==> src/rtl/stamper_pkg.sv <==
`timescale 1ns/1ps
package stamper_pkg;
  localparam int KIND_W = 5;
  localparam int LO_W   = 24;
  localparam int HI_W   = 32;
  localparam int TS_W   = 64;
  localparam int INC_W  = 24;
  localparam int REC_W  = 128;
  localparam logic [INC_W-1:0] INC_RST = 24'h000400;

  // one buffered entry: payload plus the captured timestamp
  typedef struct packed {
    logic [KIND_W-1:0] kind;
    logic [LO_W-1:0]   lo;
    logic [HI_W-1:0]   hi;
    logic [TS_W-1:0]   ts;
  } slot_t;

  // header byte, msb first: phase, hw loss, sw loss, type
  typedef struct packed {
    logic              phase;
    logic              hw_loss;
    logic              sw_loss;
    logic [KIND_W-1:0] kind;
  } hdr_t;

  function automatic logic [REC_W-1:0] pack_rec(hdr_t h, slot_t s);
    return {s.ts, s.hi, h, s.lo};
  endfunction
endpackage

==> src/rtl/stamp_clock.sv <==
`timescale 1ns/1ps
module stamp_clock
  import stamper_pkg::*;
(
  input  logic             clk,
  input  logic             rst_n,
  input  logic             inc_we,
  input  logic [INC_W-1:0] inc_wdata,
  input  logic             clr,
  output logic [TS_W-1:0]  ts_o
);
  logic [INC_W-1:0] inc_q, inc_d;
  logic [TS_W-1:0]  ts_q, ts_d;

  always_comb begin
    inc_d = inc_q;
    if (inc_we) inc_d = inc_wdata;
    ts_d = clr ? '0 : ts_q + TS_W'(inc_q);
  end

  always_ff @(posedge clk or negedge rst_n) begin
    if (!rst_n) begin
      inc_q <= INC_RST;
      ts_q  <= '0;
    end else begin
      inc_q <= inc_d;
      ts_q  <= ts_d;
    end
  end

  assign ts_o = ts_q;
endmodule

==> src/rtl/stamp_lane.sv <==
`timescale 1ns/1ps
module stamp_lane
  import stamper_pkg::*;
#(
  parameter int DEPTH  = 2,
  parameter int DEST_W = 2
) (
  input  logic              clk,
  input  logic              rst_n,
  input  logic              en,
  input  logic              stall_mode,
  input  logic              push_valid,
  input  slot_t             push_slot,
  input  logic [DEST_W-1:0] push_dest,
  output logic              push_ready,
  input  logic              pop,
  output slot_t             head_slot,
  output logic [DEST_W-1:0] head_dest,
  output logic              has_data,
  output logic              stall_evt,
  output logic              drop_evt,
  output logic              loss_flag
);
  localparam int AW = (DEPTH > 1) ? $clog2(DEPTH) : 1;
  localparam int CW = $clog2(DEPTH + 1);

  slot_t             mem_q  [DEPTH];
  logic [DEST_W-1:0] dmem_q [DEPTH];
  logic [AW-1:0]     wp_q, wp_d, rp_q, rp_d;
  logic [CW-1:0]     cnt_q, cnt_d;
  logic              loss_q, loss_d;
  logic              live, full, wr;

  function automatic logic [AW-1:0] bump(logic [AW-1:0] p);
    return (p == AW'(DEPTH - 1)) ? '0 : p + 1'b1;
  endfunction

  always_comb begin
    live       = push_valid & en;
    full       = (cnt_q == CW'(DEPTH));
    push_ready = ~en | ~full | ~stall_mode;
    wr         = live & ~full;
    stall_evt  = live & full & stall_mode;
    drop_evt   = live & full & ~stall_mode;
    wp_d       = wr  ? bump(wp_q) : wp_q;
    rp_d       = pop ? bump(rp_q) : rp_q;
    cnt_d      = cnt_q + CW'(wr) - CW'(pop);
    // a fresh drop wins over the clear on emission
    loss_d     = drop_evt ? 1'b1 : (pop ? 1'b0 : loss_q);
  end

  always_ff @(posedge clk or negedge rst_n) begin
    if (!rst_n) begin
      wp_q   <= '0;
      rp_q   <= '0;
      cnt_q  <= '0;
      loss_q <= 1'b0;
    end else begin
      wp_q   <= wp_d;
      rp_q   <= rp_d;
      cnt_q  <= cnt_d;
      loss_q <= loss_d;
    end
  end

  // storage carries no reset; only written entries are read
  always_ff @(posedge clk) begin
    if (wr) begin
      mem_q[wp_q]  <= push_slot;
      dmem_q[wp_q] <= push_dest;
    end
  end

  assign head_slot = mem_q[rp_q];
  assign head_dest = dmem_q[rp_q];
  assign has_data  = (cnt_q != '0);
  assign loss_flag = loss_q;
endmodule

==> src/rtl/stamp_rr.sv <==
`timescale 1ns/1ps
module stamp_rr #(
  parameter  int N  = 4,
  localparam int IW = (N > 1) ? $clog2(N) : 1
) (
  input  logic          clk,
  input  logic          rst_n,
  input  logic [N-1:0]  req,
  input  logic          adv,
  output logic [IW-1:0] gnt,
  output logic          any
);
  logic [IW-1:0] last_q, last_d;

  always_comb begin
    gnt = last_q;
    any = 1'b0;
    for (int k = 1; k <= N; k++) begin
      int c;
      c = int'(last_q) + k;
      if (c >= N) c = c - N;
      if (!any && req[IW'(c)]) begin
        any = 1'b1;
        gnt = IW'(c);
      end
    end
    last_d = adv ? gnt : last_q;
  end

  always_ff @(posedge clk or negedge rst_n) begin
    if (!rst_n) last_q <= IW'(N - 1);
    else        last_q <= last_d;
  end
endmodule

==> src/rtl/notif_stamper.sv <==
`timescale 1ns/1ps
module notif_stamper
  import stamper_pkg::*;
#(
  parameter  int NUM_IN    = 4,
  parameter  int BUF_DEPTH = 2,
  parameter  int NUM_DEST  = 4,
  localparam int DEST_W    = (NUM_DEST > 1) ? $clog2(NUM_DEST) : 1
) (
  input  logic                           clk,
  input  logic                           rst_n,
  input  logic                           ts_inc_we,
  input  logic [23:0]                    ts_inc_wdata,
  input  logic                           ts_clear,
  output logic [63:0]                    ts_now,
  input  logic [NUM_IN-1:0]              lane_en,
  input  logic [NUM_IN-1:0]              lane_stall,
  input  logic [NUM_IN-1:0]              prod_valid,
  output logic [NUM_IN-1:0]              prod_ready,
  input  logic [NUM_IN-1:0][4:0]         prod_kind,
  input  logic [NUM_IN-1:0][23:0]        prod_lo,
  input  logic [NUM_IN-1:0][31:0]        prod_hi,
  input  logic [NUM_IN-1:0][DEST_W-1:0]  prod_dest,
  output logic [NUM_IN-1:0]              stall_evt,
  output logic [NUM_IN-1:0]              drop_evt,
  input  logic                           ring_lost,
  input  logic [DEST_W-1:0]              ring_lost_dest,
  input  logic [NUM_DEST-1:0]            ring_phase,
  output logic                           rec_valid,
  input  logic                           rec_ready,
  output logic [127:0]                   rec_data,
  output logic [DEST_W-1:0]              rec_dest,
  input  logic                           emit_cnt_rd,
  output logic [31:0]                    emit_cnt
);
  localparam int IW = (NUM_IN > 1) ? $clog2(NUM_IN) : 1;

  // ---------------- timestamp ----------------
  stamp_clock u_clock (
    .clk       (clk),
    .rst_n     (rst_n),
    .inc_we    (ts_inc_we),
    .inc_wdata (ts_inc_wdata),
    .clr       (ts_clear),
    .ts_o      (ts_now)
  );

  // ---------------- lanes ----------------
  slot_t             head_slot [NUM_IN];
  logic [DEST_W-1:0] head_dest [NUM_IN];
  logic [NUM_IN-1:0] has_data, hw_loss, pop_vec;

  for (genvar g = 0; g < NUM_IN; g++) begin : g_lane
    slot_t in_slot;
    assign in_slot = '{kind: prod_kind[g], lo: prod_lo[g], hi: prod_hi[g], ts: ts_now};

    stamp_lane #(
      .DEPTH  (BUF_DEPTH),
      .DEST_W (DEST_W)
    ) u_lane (
      .clk        (clk),
      .rst_n      (rst_n),
      .en         (lane_en[g]),
      .stall_mode (lane_stall[g]),
      .push_valid (prod_valid[g]),
      .push_slot  (in_slot),
      .push_dest  (prod_dest[g]),
      .push_ready (prod_ready[g]),
      .pop        (pop_vec[g]),
      .head_slot  (head_slot[g]),
      .head_dest  (head_dest[g]),
      .has_data   (has_data[g]),
      .stall_evt  (stall_evt[g]),
      .drop_evt   (drop_evt[g]),
      .loss_flag  (hw_loss[g])
    );
  end

  // ---------------- arbitration ----------------
  logic [IW-1:0] gnt;
  logic          any, load, adv;

  stamp_rr #(.N(NUM_IN)) u_rr (
    .clk   (clk),
    .rst_n (rst_n),
    .req   (has_data),
    .adv   (adv),
    .gnt   (gnt),
    .any   (any)
  );

  logic              out_v_q, out_v_d;
  slot_t             out_slot_q;
  logic [DEST_W-1:0] out_dest_q, sel_dest;
  logic              out_hw_q, out_sw_q;
  logic [NUM_DEST-1:0] sw_q, sw_d, sw_set, sw_clr;
  logic [31:0]       cnt_q, cnt_d;
  logic              hs;

  always_comb begin
    load     = ~out_v_q | rec_ready;
    adv      = load & any;
    pop_vec  = adv ? (NUM_IN'(1) << gnt) : '0;
    sel_dest = head_dest[gnt];
    out_v_d  = load ? any : out_v_q;
    // sticky per-destination software loss flags, set wins
    sw_set   = ring_lost ? (NUM_DEST'(1) << ring_lost_dest) : '0;
    sw_clr   = adv ? (NUM_DEST'(1) << sel_dest) : '0;
    sw_d     = sw_set | (sw_q & ~sw_clr);
    hs       = out_v_q & rec_ready;
    cnt_d    = emit_cnt_rd ? 32'(hs) : cnt_q + 32'(hs);
  end

  always_ff @(posedge clk or negedge rst_n) begin
    if (!rst_n) begin
      out_v_q <= 1'b0;
      sw_q    <= '0;
      cnt_q   <= '0;
    end else begin
      out_v_q <= out_v_d;
      sw_q    <= sw_d;
      cnt_q   <= cnt_d;
    end
  end

  // output data registers, loaded only when a record is taken
  always_ff @(posedge clk or negedge rst_n) begin
    if (!rst_n) begin
      out_slot_q <= '0;
      out_dest_q <= '0;
      out_hw_q   <= 1'b0;
      out_sw_q   <= 1'b0;
    end else if (adv) begin
      out_slot_q <= head_slot[gnt];
      out_dest_q <= sel_dest;
      out_hw_q   <= hw_loss[gnt];
      out_sw_q   <= sw_q[sel_dest];
    end
  end

  hdr_t hdr;
  always_comb begin
    hdr.phase   = ring_phase[out_dest_q];
    hdr.hw_loss = out_hw_q;
    hdr.sw_loss = out_sw_q;
    hdr.kind    = out_slot_q.kind;
  end

  assign rec_valid = out_v_q;
  assign rec_data  = pack_rec(hdr, out_slot_q);
  assign rec_dest  = out_dest_q;
  assign emit_cnt  = cnt_q;
endmodule

==> config.mk <==
export PLATFORM = sky130hd
export DESIGN_NAME = notif_stamper
export DESIGN_NICKNAME = d
export VERILOG_FILES = /design/src/rtl/stamper_pkg.sv /design/src/rtl/stamp_clock.sv /design/src/rtl/stamp_lane.sv /design/src/rtl/stamp_rr.sv /design/src/rtl/notif_stamper.sv
export SDC_FILE = /design/constraint.sdc
export NUM_CORES = 1
export LEC_CHECK = 0
export BUFFER_PORTS_ARGS = -buffer_cell sky130_fd_sc_hd__buf_2
export CORE_ASPECT_RATIO = 0.8
export CORE_MARGIN = 3
export CORE_UTILIZATION = 60
export CTS_BUF_LIST = sky130_fd_sc_hd__clkbuf_2
export CTS_CLUSTER_SIZE = 14
export DETAILED_ROUTE_END_ITERATION = 10
export MAX_ROUTING_LAYER = met4
export PLACE_DENSITY = 0.88
export SLEW_MARGIN = 20
export SYNTH_ARGS = -nofsm -noshare
export SYNTH_HDL_FRONTEND = slang
export SYNTH_SLANG_ARGS = --single-unit
==> constraint.sdc <==
create_clock -name clk -period 16.6 [get_ports clk]
set_input_delay 4.15 -clock clk [delete_from_list [all_inputs] [get_ports clk]]
set_output_delay 4.15 -clock clk [all_outputs]
set_load 0.01 [all_outputs]
# After elaboration in Yosys (flattened, before gate mapping)
# Memory sizes are Yosys's and may differ from the RTL's.
# Index checks and enable logic that the tools add are counted.
# totals
reg_bits,276
ramBits,1016
inputBits,301
out_inout_bits,239
wordCells,209
mem_count,8
# mem_list
memory,depth,word_bits,read_ports,rd_clocked_by_memory_dff,write_ports,line,source
g_lane[0].u_lane.mem_q,2,125,1,0,1,stamp_lane.sv:27,slot_t mem_q [DEPTH];
g_lane[1].u_lane.mem_q,2,125,1,0,1,stamp_lane.sv:27,
g_lane[2].u_lane.mem_q,2,125,1,0,1,stamp_lane.sv:27,
g_lane[3].u_lane.mem_q,2,125,1,0,1,stamp_lane.sv:27,
g_lane[0].u_lane.dmem_q,2,2,1,0,1,stamp_lane.sv:28,logic [DEST_W-1:0] dmem_q [DEPTH];
g_lane[1].u_lane.dmem_q,2,2,1,0,1,stamp_lane.sv:28,
2 more memories,--,--,--,--,--,--,
# classes
n_addsub,26
order_cmp,12
eq_ne,4
shift,3
muxes,65
bitwise,48
n_reduce_logical,14
# ops
op,n
binary-select mux 125 bit (select 2 bit),1
2-to-1 mux 125 bit,2
adder 64 x 24 -> 64 bit,1
2-to-1 mux 64 bit,1
2-to-1 mux 1 bit,39
adder 32 x 1 -> 32 bit,1
2-to-1 mux 32 bit,1
AND 1 bit,22
2-to-1 mux 2 bit,10
less-than comparator 2 x 4 -> 1 bit (second input constant),4
nonzero test 2 bit,8
binary-select mux 1 bit (select 2 bit),7
NOT 1 bit,13
>= comparator 3 bit (second input constant),4
2-to-1 mux 4 bit,3
left shift 1 x 2 -> 4 bit (first input constant),3
less-than comparator 2 x 3 -> 1 bit (second input constant),3
OR 1 bit,9
adder 1 bit (second input constant),8
adder 2 x 1 -> 2 bit,4
== test 2 bit (second input constant),4
subtractor 2 x 1 -> 2 bit,4
subtractor 2 x 1 -> 2 bit (second input constant),4
adder 2 x 2 -> 3 bit (second input constant),2
10 further kinds,14

# Longest topological paths before layout
# depth
ltp_word,25
depth_mapped,14
depth_no_buf,10

# By module
# A second synthesis with hierarchy kept.
# hier_totals
cells_unflattened,3129
hier_area_um2,53103.4
# modules_own_cells
mod,instances,cells_each,area_each_um2,seq_area_each_um2
stamp_lane,4,420,9492.9,7752.4
notif_stamper,1,907,9870.7,4154.0
stamp_clock,1,513,5022.3,2203.4
stamp_rr,1,29,239.0,52.6

# Worst setup path before layout
# No wires, ideal clock.
# synth_path
path_type,input to register
startpoint,input prod_valid[2]
endpoint,"memory g_lane[2].u_lane.dmem_q[0][0], enable pin"
setup_time_ns,0.770
t_arrival_ns,12.847
required_ns,15.830
slack_ns,2.984
path_stages,2
n_path_buf,0
path_cell_list,nand2_1 -> nor3_1
# synth_via
elab_chain_len,4
# synth_rtl
element,line,source
from (decl),notif_stamper.sv:18,"input logic [NUM_IN-1:0] prod_valid,"
AND 1 bit,stamp_lane.sv:39,live = push_valid & en;
AND 1 bit,stamp_lane.sv:42,wr = live & ~full;
2-to-1 mux 1 bit,stamp_lane.sv:68,if (wr) begin
2-to-1 mux 1 bit (not written as such),stamp_lane.sv:70,dmem_q[wp_q] <= push_dest;
to (decl),stamp_lane.sv:28,
# Every way passes these cells.

# Final worst setup path
# layout_path
startpoint,input lane_en[2]
endpoint,output drop_evt[2]
# layout_via
elab_chain_len,3
# layout_rtl
element,line,source
from (decl),notif_stamper.sv:16,"input logic [NUM_IN-1:0] lane_en,"
AND 1 bit,stamp_lane.sv:39,
AND 1 bit (2 in series),stamp_lane.sv:44,drop_evt = live & full & ~stall_mode;
to (decl),notif_stamper.sv:25,"output logic [NUM_IN-1:0] drop_evt,"
# Every way passes these cells.

==> results.md <==
- H-tree level count: 5
- Area added between synthesis and finish: 12.9%
- Number of setup buffers added after CTS: 0
- All-Layer GR Usage: 30.2%
- CP required: roughly 12 ns
- Number of port buffers: approximately 540
- Initial cell density of the core: roughly 61%
- DRT iter0 DRCs: about 3500
- Final clock period utilization by the worst path: 55.1%
- Final max-slew violation count: 0
- Worst min-delay path category: flip-flop to flip-flop
- Longest individual stage delay on the worst path: between 0.4 and 0.5 ns
- Worst reg-to-reg path cell count: 9
- Synth top cells by count: 1016 x sky130_fd_sc_hd__edfxtp_1, 302 x sky130_fd_sc_hd__mux2i_1, 273 x sky130_fd_sc_hd__dfrtp_1
- Register-to-register setup slack: around 12 ns
- Placement Cell Area: approximately 55000 um^2
- CTS Hold Bufs: 0
- Die height: 268 um
- Synth top area share: 59.3%
- RR Startpoint: g_lane[1].u_lane.cnt_q[1]
- Final count of hold timing violations: 0
- Share of synthesized area occupied by flip-flops and latches: 72.7%
- Root buffer selected by CTS: sky130_fd_sc_hd__clkbuf_2
- Ports: 540
- Std cell rows: 95
- Leakage Power: roughly 0.023 uW
- Post-synth ARST share: a little over a fifth
- Post-synth EDFFs: around 1000
- Top cells by area, synth: sky130_fd_sc_hd__edfxtp_1 59%, sky130_fd_sc_hd__dfrtp_1 13%, sky130_fd_sc_hd__mux2i_1 5.9%
- Die Wd: 333 um
- Total nets after synthesis: 3752
- RSZ-0062 raised after global routing: no
- Initial antenna violation count: 33
- DRC violations left: 0
- Highest Clock Rate: 109 MHz
- Routed wirelength normalized by instance count: around 24 um
- Post-Syn Instances: approximately 3400
- Type of the worst setup path: input pin to primary output
- Post-synthesis instance area: roughly 51000 um^2
- Category of the worst setup path capture point: primary output
- Inserted Clock Buffers: roughly 320
- Data arrival, critical path: around 5 ns
- Biggest area consumer among synthesized cells: sky130_fd_sc_hd__edfxtp_1
- Maximum number of pins on one net before global-route repair: 227
- Summed negative setup slack over all endpoints: 0 ns
- Relative contribution of the clock network to total power: between 10% and 20%
- Worst flop-to-flop path endpoint: sw_q[0]
- Peak fanout along the critical path: 3
- First-pass iteration count of the detailed router: 8
- Average cell area after synthesis: 15.1 um^2
- Clock Sink Count: between 1000 and 1500
- Total setup violations reported at the end of the flow: 0
- Final non-filler cell area: around 58000 um^2
- Final RePlAce weighted congestion: approximately 0.9
- P_sw: 4040 uW
- Most frequent cell on the critical path: sky130_fd_sc_hd__buf_2
- Most common cell in the netlist: sky130_fd_sc_hd__edfxtp_1
- Max Root-Sink Buffers: 4
- Proportion of total power due to net switching: between 30 and 40%
- Run status: finished clean
- Maximum resistive drop on vdd: 0.190 mV
- Critical path endpoint: drop_evt[2]
- Via count: around 34000
- Vias per Instance: slightly above 6
- Total Routed Length: approximately 130 mm
- Transition time at the pin with the least slew margin: 1.22 ns
- Post-CTS Resized: 0
- Yosys synthesis warning count: 0
- Post-synthesis sequential element count: 1292
- Overall power: roughly 10000 uW
- Floorplan Core Area: 84500 um^2
- Type of element launching the critical path: input pin
- Detailed placement HPWL: roughly 78 mm
- Max-capacitance violation count: 0
- Headroom to the max-slew limit: approximately 19%
- CP cell instances: buf_2, nand2_1, nor3b_1, buf_2
- Power Internal: just over 6000 uW
- Grt total ovfl: 0
- Crit path from: lane_en[2]
- Clock tree from TritonCTS: yes
- Combinational Power Share: ~36%
- Number of nets with antenna violations after detailed routing: 0
- Cell area power density: between 150 and 200 nW/um^2
- Dominant synthesized flop cell: sky130_fd_sc_hd__edfxtp_1
- Post-layout min period: a little over 9 ns
- Overall die area: ~89000 um^2
- Share of power burned in registers: between 40% and 50%
- Fraction of layout instances using a drive strength above 1: 27.5%
- Clock Latency Late Sink: ~1.5 ns
- Clock slew at the register clock pins of the worst setup and hold paths: between 0.1 and 0.15 ns
- CP max stage cell: sky130_fd_sc_hd__nor3b_1
- Worst clock skew: 0.195 ns
- Worst Hold Path Cells: 2
- Via count of the first global-routing pass: around 34000
- # nets final: around 4400
- Global-route wire length before repair: roughly 200 mm
- Unique cell type count in the Yosys netlist: 60
-- per-layer routing --
| layer | track usage (%) | vias to the layer above | routed length, um |
|---|---|---|---|
| met4 | 14.4 | 0 | 4880 |
| met2 | 47.2 | 1990 | 64100 |
| met3 | 6.22 | 342 | 13100 |
| met1 | 38.4 | 16563 | 50500 |
| li1 | - | 14758 | - |
| met5 | - | - | 0 |
-- flip-flops by register name (all words and copies together) (netlist names) --
signal and count:
g_lane.u_lane.loss_flag 4, rec_data 125, g_lane.u_lane.rp_q 4, rec_valid 1
out_sw_q 1, rec_dest 2, g_lane.u_lane.cnt_q 8, out_hw_q 1
u_clock.ts_o 64, g_lane.u_lane.mem_q 1000, sw_q 4, emit_cnt 32
u_rr.last_q 2, g_lane.u_lane.dmem_q 16, u_clock.inc_q 24, g_lane.u_lane.wp_q 4
-- cell families (layout without fill, tap and decap cells) --
logic type      count (synthesis)  in the layout  share of synthesized area (%)
buf+inv                       252           1179                           1.96
xor+xnor                       65             65                           1.11
other cells                     0             44                              0
flops                        1292           1292                           72.7
simple gates                  590            590                           5.95
mux                           375            375                           7.50
fa+ha+maj                      35             35                          0.866
compound gates                807            807                           9.89
-- placed cells by master, fill, tap and decap left out, drive strengths merged, types with 46 or more instances in the layout --
| cell | n |
|---|---|
| mux2i | 303 |
| o21ai | 163 |
| inv | 46 |
| a21oi | 237 |
| edfxtp | 1016 |
| clkinv | 59 |
| nor2 | 97 |
| dfrtp | 273 |
| nand2 | 150 |
| mux2 | 71 |
| clkbuf | 488 |
| nor2b | 189 |
| buf | 583 |
| a211oi | 268 |
-- power groups by stage --
stage / clock (uW) / sequential [uW] / combinational, uW
6_report: 2050 / 4570 / 3660
5_1_grt: 2260 / 4620 / 3940
2_1_floorplan: 0 / 4560 / 2410
3_5_place_dp: 0 / 4630 / 3620
3_3_place_gp: 0 / 4590 / 3480
4_1_cts: 2080 / 4560 / 3630
-- worst min-delay path by stage --
stage                                 endpoint                      startpoint  slack [ns]
floorplan           g_lane[1].u_lane.loss_flag      g_lane[1].u_lane.loss_flag        0.45
global route                      rec_data[17]  g_lane[3].u_lane.mem_q[1][113]        0.42
global placement                   rec_data[5]                     rec_data[5]        0.46
detailed placement                rec_data[75]                    rec_data[75]        0.47
finish                            rec_data[17]  g_lane[3].u_lane.mem_q[1][113]        0.39
CTS                               rec_data[17]  g_lane[3].u_lane.mem_q[1][113]        0.38
-- worst max-delay path, delay by kind of cell --
family	cells	cell delay, ns
buf+inv	2	0.31
simple gates	2	0.54
-- stage by stage --
stage	setup WS (ns)	instances	hold slack, ns	utilization [%]
after floorplan	2.98	3416	0.449	-
after global placement	7.56	4898	0.457	65.3
after detailed placement	7.45	4898	0.465	65.3
after CTS	7.45	5457	0.377	68.6
after global routing	7.41	5492	0.419	68.7
final	7.45	5502	0.390	68.7
-- layout make-up --
class / count / area [um^2]
Sequential cell: 1292 / 37400
Timing Repair Buffer: 583 / 3120
Antenna cell: 44 / 110
Fill cell: 5527 / 26400
Clock buffer: 488 / 2440
Clock inverter: 71 / 359
Multi-Input combinational cell: 1872 / 13100
Tap cell: 1115 / 1400
Inverter: 37 / 139
Note: power is estimated with default switching activity, not from simulation.
